$ cat src/rtl/gum_vend_pkg.sv
package gum_vend_pkg;
  localparam int unsigned PRICE_CENTS  = 15;
  localparam int unsigned NICKEL_CENTS = 5;
  localparam int unsigned DIME_CENTS   = 10;
  localparam int unsigned STATE_W      = 2;

  typedef enum logic [STATE_W-1:0] {
    CR_ZERO = 2'b00,
    CR_FIVE = 2'b01,
    CR_TEN  = 2'b10,
    CR_VEND = 2'b11
  } credit_e;

  function automatic int unsigned state_cents(credit_e s);
    case (s)
      CR_FIVE: return NICKEL_CENTS;
      CR_TEN:  return DIME_CENTS;
      CR_VEND: return PRICE_CENTS;
      default: return 0;
    endcase
  endfunction

  function automatic credit_e cents_state(int unsigned c);
    if (c >= PRICE_CENTS)       return CR_VEND;
    else if (c >= DIME_CENTS)   return CR_TEN;
    else if (c >= NICKEL_CENTS) return CR_FIVE;
    else                        return CR_ZERO;
  endfunction
endpackage

$ cat src/rtl/gum_coin_decode.sv
module gum_coin_decode (
  input  logic       nickel,
  input  logic       dime,
  output logic [4:0] coin_cents,
  output logic       coin_valid
);
  import gum_vend_pkg::*;
  always_comb begin
    coin_valid = nickel ^ dime;
    coin_cents = '0;
    if (nickel && !dime)      coin_cents = 5'(NICKEL_CENTS);
    else if (dime && !nickel) coin_cents = 5'(DIME_CENTS);
  end
endmodule

$ cat src/rtl/gum_next_state.sv
module gum_next_state
  import gum_vend_pkg::*;
(
  input  credit_e    cur,
  input  logic [4:0] coin_cents,
  input  logic       coin_valid,
  output credit_e    nxt
);
  always_comb begin
    if (cur == CR_VEND)  nxt = CR_ZERO;
    else if (coin_valid) nxt = cents_state(state_cents(cur) + int'(coin_cents));
    else                 nxt = cur;
  end
endmodule

$ cat src/rtl/gum_vend_ctrl.sv
module gum_vend_ctrl
  import gum_vend_pkg::*;
(
  input  logic               clk,
  input  logic               rst,
  input  logic               coin_nickel,
  input  logic               coin_dime,
  output logic               vend_open,
  output logic [STATE_W-1:0] credit_state
);
  credit_e    state_q, state_d;
  logic [4:0] coin_cents;
  logic       coin_valid;
  logic       dual_coin;

  assign dual_coin = coin_nickel & coin_dime;

  gum_coin_decode u_decode (
    .nickel(coin_nickel), .dime(coin_dime),
    .coin_cents(coin_cents), .coin_valid(coin_valid)
  );

  gum_next_state u_next (
    .cur(state_q), .coin_cents(coin_cents),
    .coin_valid(coin_valid), .nxt(state_d)
  );

  always_ff @(posedge clk) begin
    if (rst) state_q <= CR_ZERO;
    else     state_q <= state_d;
  end

  assign vend_open    = (state_q == CR_VEND);
  assign credit_state = state_q;

  assert_reset_zero_R1: assert property (@(posedge clk)
    rst |=> (credit_state == 2'b00 && !vend_open));
  assert_vend_one_cycle_R7: assert property (@(posedge clk) disable iff (rst)
    vend_open |=> (credit_state == 2'b00));
  assert_idle_hold_R5: assert property (@(posedge clk) disable iff (rst)
    (!coin_nickel && !coin_dime && !vend_open) |=> $stable(credit_state));
  assert_dual_ignored_R6: assert property (@(posedge clk) disable iff (rst)
    (dual_coin && !vend_open) |=> $stable(credit_state));
  assert_dime_from_five_R4: assert property (@(posedge clk) disable iff (rst)
    (coin_dime && !coin_nickel && credit_state == 2'b01) |=> vend_open);
  assert_nickel_from_ten_R3: assert property (@(posedge clk) disable iff (rst)
    (coin_nickel && !coin_dime && credit_state == 2'b10) |=> vend_open);
  assert_open_moore_R2: assert property (@(posedge clk) disable iff (rst)
    vend_open |-> (credit_state == 2'b11));
endmodule

$ cat config.mk
export PLATFORM = sky130hd
export DESIGN_NAME = gum_vend_ctrl
export DESIGN_NICKNAME = d
export VERILOG_FILES = /design/src/rtl/gum_vend_pkg.sv /design/src/rtl/gum_coin_decode.sv /design/src/rtl/gum_next_state.sv /design/src/rtl/gum_vend_ctrl.sv
export SDC_FILE = /design/constraint.sdc
export NUM_CORES = 1
export LEC_CHECK = 0
export ABC_AREA = 1
export BUFFER_PORTS_ARGS = -buffer_cell sky130_fd_sc_hd__buf_2
export CAP_MARGIN = 30
export CORE_AREA = 2 2 39 41
export CTS_CLUSTER_DIAMETER = 40
export DETAILED_ROUTE_END_ITERATION = 12
export DIE_AREA = 0 0 41 43
export PLACE_DENSITY_LB_ADDON = 0.08
export SLEW_MARGIN = 20
export SYNTH_ARGS = -nofsm -noshare
export SYNTH_HDL_FRONTEND = slang
export SYNTH_SLANG_ARGS = --single-unit
export TNS_END_PERCENT = 10
$ cat constraint.sdc
create_clock -name clk -period 1.35 [get_ports clk]
set_input_delay 0.135 -clock clk [delete_from_list [all_inputs] [get_ports clk]]
set_output_delay 0.135 -clock clk [all_outputs]
set_load 0.1 [all_outputs]
==> results of run 1 <==
-- cells in the final DEF (no fill, tap or decap), drive strengths merged --
cell,n
buf,11
fa,1
ha,4
nand3b,2
a21oi,2
clkbuf,3
nor2,5
nand3,2
o21ai,2
inv,9
dfxtp,2
nand2,6
-- cells by family (layout without fill, tap and decap cells) --
family,after synthesis,count (layout),share of synthesized area
buf+inv,9,23,0.143
simple gates,15,15,0.291
compound gates,4,4,0.101
flops,2,2,0.169
fa+ha+maj,5,5,0.296
-- worst max-delay path, cell delays in order, from the launching register on --
cell     delay, ps
dfxtp_4        350
inv_2           30
nor2_2          70
ha_2           190
fa_1           430
nor2_1         140
nand3_1         90
nand2_1         60
inv_1           40
a21oi_2        100
-- routing by layer --
layer  up-vias  wire length [um]
met2         6               216
li1        137                 -
met4         0                 0
met3         0                27
met1       101               261
met5         -                 0
-- power groups by stage --
stage	combinational (uW)	clock, uW	sequential, uW
3_5_place_dp	226	0	81.3
4_1_cts	226	137	80.6
2_1_floorplan	99.3	0	146
6_report	229	130	81.5
5_1_grt	255	141	83.0
3_3_place_gp	224	0	80.4
-- what timing repair did --
item | 4_1_cts | 5_1_grt
setup buffers | 0 | 1
pin swaps | 0 | 2
setup endpoints to repair | 2 | 2
gates resized for setup | 0 | 3
-- worst min-delay path by stage --
stage	start	endpoint	slack [ps]
detailed placement	rst	credit_state[1]	420
floorplan	rst	credit_state[1]	300
CTS	rst	credit_state[1]	190
finish	rst	credit_state[1]	190
global placement	rst	credit_state[1]	420
global route	rst	credit_state[0]	230
-- through the flow --
step                      utilization  power [uW]  cells  setup TNS [ps]
after detailed placement        0.245         307     61            -526
after CTS                       0.261         444     64            -472
final                           0.270         441     65            -417
after global routing            0.270         479     65            -613
after global placement          0.245         305     61            -474
after floorplan                     -         246     35            -684
-- final cells by class --
class | instances | share of cell area
multi-input combinational | 24 | 0.448
clock buffer | 3 | 0.0602
timing repair buffer | 11 | 0.221
sequential | 2 | 0.127
tap | 16 | 0.0535
inverter | 9 | 0.0903
==> reports/qor.txt, run 1 <==
Mapped Area = 236 sq um
Core ar. = 1380 sq um
fin crit share = 1.18
fillcell total = 163
initial antenna violation count = 0
RSZ-0062 raised after global routing = yes
grt ovf = 0
Setup WS post-layout = -243 ps
Min-Delay Path Depth = 4
crit path max fanout = 4
number of synthesized flops with an enable pin = 0
Sw Pwr = 192 uW
syn nets = 44
Final setup viols = 2
share of layout cells above drive strength 1 = 0.429
GR Layer Usage met1 = 0.0994
Async SR Flop Fraction = 0
Synth Flop Type = dfxtp_1
CP Launch Type = flop
Worst-Skew Late Latency = 220 ps
most frequent cell after synthesis = inv_1
post-cts hold buffer count = 0
Synth top area share = 0.212
via count = 244
Max Fclk = 628 MHz
met3 Track Usage GR = 0.0314
layout net count = 60
vias per inst = 3.75
Worst R2R End = credit_state[0]
sw frac = 0.435
Worst-Margin Slew = 486 ps
run status = finished with violations
Hold Path Class = in -> reg
first-pass GRT wire length = 828 um
post-synth top area cell = ha_1
FF/Latch Area = 47.5 sq um
Worst slew margin = 0.678
vias in the first global route = 213
CTS tree = built
I/O Buffers = 6
clk sinks = 2
Placement Cell Area = 339 sq um
final slew viol count = 0
wire per inst = 7.77 um
Synth Register Bits = 2
Initial DRT Pass Iterations = 2
pre-CTS setup slack = -281 ps
r2r worst-path depth = 9
Leak = 0.000212 uW
overall routing resource usage = 0.0692
dpl hpwl = 430 um
top cells by area, synth = ha_1, dfxtp_1, inv_1, fa_1, nand2_1
R2R setup slack = -240 ps
CP arrival = 1740 ps
largest net degree at the start of global routing = 5
CTS H-tree depth = 1
final hold slack = 189 ps
Largest register FFs = 2
Cell Pwr Density = 1180 nW/um^2
# rows = 14
critical path required time = 1500 ps
Starting Density = 0.171
Fin. Hold Viols = 0
area grow syn2layout = 58.2%
CP Class = reg -> reg
Synth top cells by count = inv_1, nand2_1, nor2_1
Die Area = 1760 sq um
diodes inserted = 0
Setup crit start = credit_state[0]
grt peak-use layer = met1
cts bufs inserted = 3
Int Pwr = 249 uW
Placer Congestion = 0.636
proportion of power drawn by flip-flops and latches = 0.185
Reg clk slew, reported paths = 30 ps
Avg Synthesized Cell Area = 6.76 sq um
Worst Skew = 2.06 ps
CP endpoint kind = flop
clk buf depth = 2
Max Cap Violations = 0
DRC Markers = 0
ANT nets after route = 0
failing checks = negative setup slack
total length of routed wires = 505 um
Clk pwr share = 0.296
CTS root buffer = clkbuf_4
die height = 43 um
sequential share of the synthesized area = 0.169
area occupied by multi-input gates = 168 sq um
Die X = 41 um
Synth cell types = 12
DR iter-0 viols = 3
Layout Cell Area excl Fill = 374 sq um
Critical Path End = credit_state[0]
maximum VDD drop = 608 uV
Gate power share = 0.519
launch point of the worst reg-to-reg path = credit_state[0]
GRT met2 Usage = 0.0906
Ys Warns = 0
synthesized netlist cell count = 35
Final min period = 1590 ps
I/O Pins = 7
Power figures use the tool's default switching activity.
==> run 2: changes to the inputs <==
--- a/config.mk
+++ b/config.mk
@@ -5,7 +5,7 @@
 export SDC_FILE = /design/constraint.sdc
 export NUM_CORES = 1
 export LEC_CHECK = 0
-export ABC_AREA = 1
+export ABC_AREA = 0
 export BUFFER_PORTS_ARGS = -buffer_cell sky130_fd_sc_hd__buf_2
 export CAP_MARGIN = 30
 export CORE_AREA = 2 2 39 41
==> reports/qor.txt, run 2 <==
fin crit share = 1.27 (+0.0924)
Synth Flop Type = dfxtp_1
critical path required time = 1500 ps (about the same)
WHS Endpoint = credit_state[0]
Worst Skew = 2.69 ps (+0.633 ps)
via count = 258 (+5.7%)
grt ovf = 0 (unchanged)
Post-Synth XOR/XNOR Area = 0.0376 (+0.0376)
post-cts hold buffer count = 0 (unchanged)
DRC Markers = 0 (unchanged)
Worst-Skew Late Latency = 230 ps (about the same)
Initial DRT Pass Iterations = 1 (-1)
Max Fclk = 582 MHz (-7.3%)
Largest register FFs = 2 (unchanged)
overall routing resource usage = 0.0880 (+0.0188)
CP endpoint kind = flop
die height = 43 um (unchanged)
Mapped Area = 233 sq um (-1.6%)
Reg clk slew, reported paths = 30 ps (about the same)
clk sinks = 2 (unchanged)
Starting Density = 0.168 (-0.00271)
Core ar. = 1380 sq um (unchanged)
CP arrival = 1870 ps (+130 ps)
largest family of logic cells by synthesized area = adder cells
Die Area = 1760 sq um (unchanged)
Worst-Margin Slew = 485 ps (-0.209 ps)
r2r worst-path depth = 6 (-3)
most common cell after layout, fill and taps aside = buf_4
Placement Cell Area = 353 sq um (+4.1%)
total length of routed wires = 596 um (+18%)
ANT nets after route = 0 (unchanged)
Leak = 0.000201 uW (-5.3%)
Max Cap Violations = 0 (unchanged)
Fin Setup TNS = -695 ps (-279 ps)
area grow syn2layout = 74.7%
CP max-delay cell = fa_1
R2R setup slack = -370 ps (-120 ps)
post-synthesis adder-cell area fraction = 0.301 (+0.00478)
failing checks = negative setup slack
final slew viol count = 0 (unchanged)
CP Launch Type = flop
I/O Buffers = 6 (unchanged)
vias per inst = 4.30 (+15%)
Ys Warns = 0 (unchanged)
layout net count = 55 (-8.3%)
largest net degree at the start of global routing = 6 (+1)
first-pass GRT wire length = 938 um (+13%)
Worst slew margin = 0.679 (about the same)
syn nets = 37 (-16%)
Cell Pwr Density = 1150 nW/um^2 (-2.7%)
critical path's largest stage delay = 520 ps (+90 ps)
crit path max fanout = 5 (+1)
Min-Delay Path Depth = 4 (unchanged)
Worst R2R End = credit_state[1]
Placer Congestion = 0.726 (+14%)
number of synthesized flops with an enable pin = 0 (unchanged)
Hold Path Class = in -> reg
cts bufs inserted = 3 (unchanged)
clk buf depth = 2 (unchanged)
Async SR Flop Fraction = 0 (unchanged)
sequential share of the synthesized area = 0.172 (+0.00273)
run status = finished with violations
CP cell instances = nor2b_4, ha_4, fa_1, o21ai_1, a221o_1, a21oi_2
Layout Cell Area excl Fill = 407 sq um (+8.7%)
Synth Area in Compound Gates = 0.280 (+0.179)
worst hold start = rst
Setup WS post-layout = -367 ps (-125 ps)
RSZ-0062 raised after global routing = yes
CTS H-tree depth = 1 (unchanged)
share of layout cells above drive strength 1 = 0.523 (+0.0942)
post-synth top area cell = ha_1
initial antenna violation count = 0 (unchanged)
Synth top area share = 0.215 (+0.00341)
diodes inserted = 0 (unchanged)
maximum VDD drop = 298 uV (-51%)
most frequent cells in the layout = buf_4, buf_2, inv_1, ha_1, clkbuf_4
Fin. Hold Viols = 0 (unchanged)
Die X = 41 um (unchanged)
Final setup viols = 2 (unchanged)
CP Class = reg -> reg
synthesized netlist cell count = 28 (-20%)
top cells by area, synth = ha_1, dfxtp_1, fa_1, o21ai_0, inv_1
# rows = 14 (unchanged)
CTS tree = built
mux share of post-synthesis cell area = 0 (unchanged)
vias in the first global route = 247 (+16%)
I/O Pins = 7 (unchanged)
Synth top cells by count = ha_1, inv_1, o21ai_0
launch point of the worst reg-to-reg path = credit_state[0]
Avg Synthesized Cell Area = 8.31 sq um (+23%)
Synth cell types = 17 (+5)
Final min period = 1720 ps (+125 ps)
DR iter-0 viols = 0 (-3)
wire per inst = 9.93 um (+28%)
simple-gate share of the synthesized area = 0.145 (-0.146)
Synth Register Bits = 2 (unchanged)
CTS root buffer = clkbuf_4
## run 2: cell count changes after synthesis, moves of 2 or more
cell / change
inv_1: -5
nand2_1: -5
nand3_1: -2
nand3b_1: -2
nor2_1: -4
nor2b_1: +2
## run 2: critical path: cells and delay by family, from the launching register on
| family | cells | cell delay (ps) |
|---|---|---|
| simple gates | 1 | 130 |
| compound gates | 3 | 490 |
| flops | 1 | 350 |
| fa+ha+maj | 2 | 680 |
## run 2: logic make-up after synthesis
logic type / after synthesis
adder cells (fa/ha/maj): 5
flip-flops: 2
AO/OA/AOI/OAI: 10
XOR/XNOR: 1
buffers and inverters: 4
AND/OR/NAND/NOR: 6
## run 2: worst max-delay path by stage
stage	startpoint	to	slack, ps	depth (start not counted)
final	credit_state[0]	credit_state[1]	-370	6
after global routing	credit_state[0]	credit_state[1]	-470	6
after CTS	credit_state[0]	credit_state[0]	-370	5
after detailed placement	credit_state[0]	credit_state[1]	-440	6
after global placement	credit_state[0]	credit_state[1]	-440	6
after floorplan	credit_state[0]	credit_state[0]	-590	5
## run 2: power breakdown
part	internal, uW	total [uW]	switching [uW]
clock network	98.1	133	34.5
registers	71.0	84.0	13.0
logic	104	249	146
total	273	466	193
## run 2: stage by stage
stage / setup slack, ps / util / std cells / hold slack, ps / total power (uW)
finish: -367 / 0.294 / 60 / 179 / 466
floorplan: -590 / - / 28 / 296 / 239
detailed placement: -442 / 0.255 / 56 / 408 / 309
global placement: -437 / 0.255 / 56 / 404 / 310
CTS: -371 / 0.291 / 60 / 174 / 469
global route: -467 / 0.294 / 60 / 194 / 507
## run 2: layout make-up
type,count,area (sq um)
clock buffer,3,22.5
multi-input combinational,22,204
sequential,2,47.5
fill,152,977
inverter,4,15.0
tap,16,20.0
timing repair buffer,13,97.6
## run 2: layer usage
metal / vias to the layer above / global-route usage / wire (um)
met5: - / 0 / 0
met4: 0 / 0.100 / 14
met3: 2 / 0.0314 / 23
met2: 6 / 0.131 / 350
met1: 118 / 0.0794 / 208
li1: 132 / - / -
## run 2: what timing repair did
action,in CTS,in global routing
resized for setup,4,1
buffers inserted,1,0
endpoints found under the setup margin,2,2
pin swaps,4,1
==> run 3: changes to the inputs <==
--- a/config.mk
+++ b/config.mk
@@ -6,12 +6,12 @@
 export NUM_CORES = 1
 export LEC_CHECK = 0
 export ABC_AREA = 0
-export BUFFER_PORTS_ARGS = -buffer_cell sky130_fd_sc_hd__buf_2
 export CAP_MARGIN = 30
 export CORE_AREA = 2 2 39 41
 export CTS_CLUSTER_DIAMETER = 40
 export DETAILED_ROUTE_END_ITERATION = 12
 export DIE_AREA = 0 0 41 43
+export DONT_BUFFER_PORTS = 1
 export PLACE_DENSITY_LB_ADDON = 0.08
 export SLEW_MARGIN = 20
 export SYNTH_ARGS = -nofsm -noshare
==> reports/qor.txt, run 3 (synthesis results as in run 2) <==
Final setup viols = 2 (unchanged)
ANT nets after route = 0 (unchanged)
fillcell total = 159 (+4.6%)
fin crit share = 1.28 (+0.00771)
via count = 219 (-15%)
I/O Pins = 7 (unchanged)
post-cts hold buffer count = 0 (unchanged)
clk sinks = 2 (unchanged)
R2R setup slack = -380 ps (about the same)
I/O Buffers = 0 (-6)
Layout Cell Area excl Fill = 379 sq um (-6.8%)
setup bufs post-CTS = 0 (-1)
Placement Cell Area = 328 sq um (-7.1%)
Reg clk slew, reported paths = 30 ps (about the same)
Die X = 41 um (unchanged)
DR iter-0 viols = 2 (+2)
worst hold start = rst
Setup WS post-layout = -378 ps (-10.4 ps)
Fin. Hold Viols = 0 (unchanged)
launch point of the worst reg-to-reg path = credit_state[0]
initial antenna violation count = 0 (unchanged)
first-pass GRT wire length = 1020 um (+8.8%)
most frequent cells in the layout = buf_4, inv_1, ha_1, clkbuf_4
failing checks = negative setup slack
area occupied by multi-input gates = 209 sq um (+2.5%)
Cell Pwr Density = 1200 nW/um^2 (+4.4%)
RSZ-0062 raised after global routing = yes
share of layout cells above drive strength 1 = 0.447 (-0.0754)
CTS tree = built
clk buf depth = 2 (unchanged)
# rows = 14 (unchanged)
CP Class = reg -> reg
crit path max fanout = 3 (-2)
Starting Density = 0.168 (unchanged)
vias per inst = 4.06 (-5.7%)
WHS Endpoint = credit_state[0]
CP endpoint kind = flop
grt ovf = 0 (unchanged)
Worst-Skew Late Latency = 220 ps (about the same)
Max Fclk = 579 MHz (-0.60%)
final slew viol count = 0 (unchanged)
Max Cap Violations = 0 (unchanged)
Largest register FFs = 2 (unchanged)
Worst R2R End = credit_state[1]
Final Core Density = 0.274 (-0.0199)
cts bufs inserted = 3 (unchanged)
maximum VDD drop = 261 uV (-13%)
Leak = 0.000176 uW (-12%)
dpl hpwl = 419 um
total length of routed wires = 501 um (-16%)
diodes inserted = 0 (unchanged)
Min-Delay Path Depth = 3 (-1)
most common cell after layout, fill and taps aside = buf_4
Worst Skew = 2.36 ps (-0.329 ps)
Final min period = 1730 ps (+10.4 ps)
overall routing resource usage = 0.0883 (+0.000265)
Die Area = 1760 sq um (unchanged)
CP Launch Type = flop
Hold Path Class = in -> reg
Initial DRT Pass Iterations = 3 (+2)
Worst-Margin Slew = 280 ps (-205 ps)
vias in the first global route = 271 (+9.7%)
final hold slack = 81.4 ps (-98.0 ps)
CP arrival = 1880 ps (about the same)
largest net degree at the start of global routing = 6 (unchanged)
Worst slew margin = 0.815 (+0.136)
wire per inst = 9.28 um (-6.6%)
area grow syn2layout = 62.9%
CTS H-tree depth = 1 (unchanged)
r2r worst-path depth = 6 (unchanged)
layout net count = 49 (-11%)
critical path required time = 1500 ps (about the same)
Placer Congestion = 0.716 (-1.4%)
DRC Markers = 0 (unchanged)
CTS root buffer = clkbuf_4
run status = finished with violations
Core ar. = 1380 sq um (unchanged)
die height = 43 um (unchanged)
FF/Latch Area = 47.5 sq um (unchanged)
## run 3: cell count changes in the layout (fill, tap and decap cells not counted)
cell / delta
buf_2: -5
buf_4: -1
nor2b_4: +1
nor2b_2: -1
## run 3: worst max path at each step
stage	from	to	cells after the start
after global routing	credit_state[0]	credit_state[1]	6
after CTS	credit_state[0]	credit_state[1]	6
after detailed placement	credit_state[0]	credit_state[1]	6
final	credit_state[0]	credit_state[1]	6
after floorplan	credit_state[0]	credit_state[0]	5
after global placement	credit_state[0]	credit_state[1]	6
## run 3: routing by layer
layer,vias up,share of wire,track usage
met4,0,0,0.0800
met3,0,0.040,0.0157
li1,119,-,-
met1,96,0.45,0.103
met2,4,0.50,0.128
met5,-,0,0
## run 3: cell type report
type	count	area share
Multi-Input combinational cell	22	0.551
Timing Repair Buffer	7	0.172
Sequential cell	2	0.125
Clock buffer	3	0.0594
Tap cell	16	0.0528
Inverter	4	0.0396
## run 3: report_power, final
group	total (uW)	switching (uW)	internal, uW
clock network	132	34.3	98.1
logic	242	146	95.4
registers	79.5	8.78	70.7
## run 3: stage by stage
stage / worst slack [ps] / power, uW / instances / TNS (ps)
after CTS: -415 / 460 / 54 / -759
after detailed placement: -455 / 300 / 51 / -874
after global routing: -453 / 492 / 54 / -839
final: -378 / 453 / 54 / -712
after floorplan: -590 / 239 / 28 / -1290
after global placement: -497 / 304 / 51 / -958
## run 3: repair_timing
action                                  CTS  global route
pin swaps                                 4             4
endpoints found under the setup margin    2             2
resized for setup                         5             1
## run 3: worst max-delay path, cell delays in order, from the launching register on
cell and delay (ps):
dfxtp_4 330, nor2b_4 130, ha_4 150, fa_1 550
o21ai_1 80, a221o_1 300, a21oi_2 110
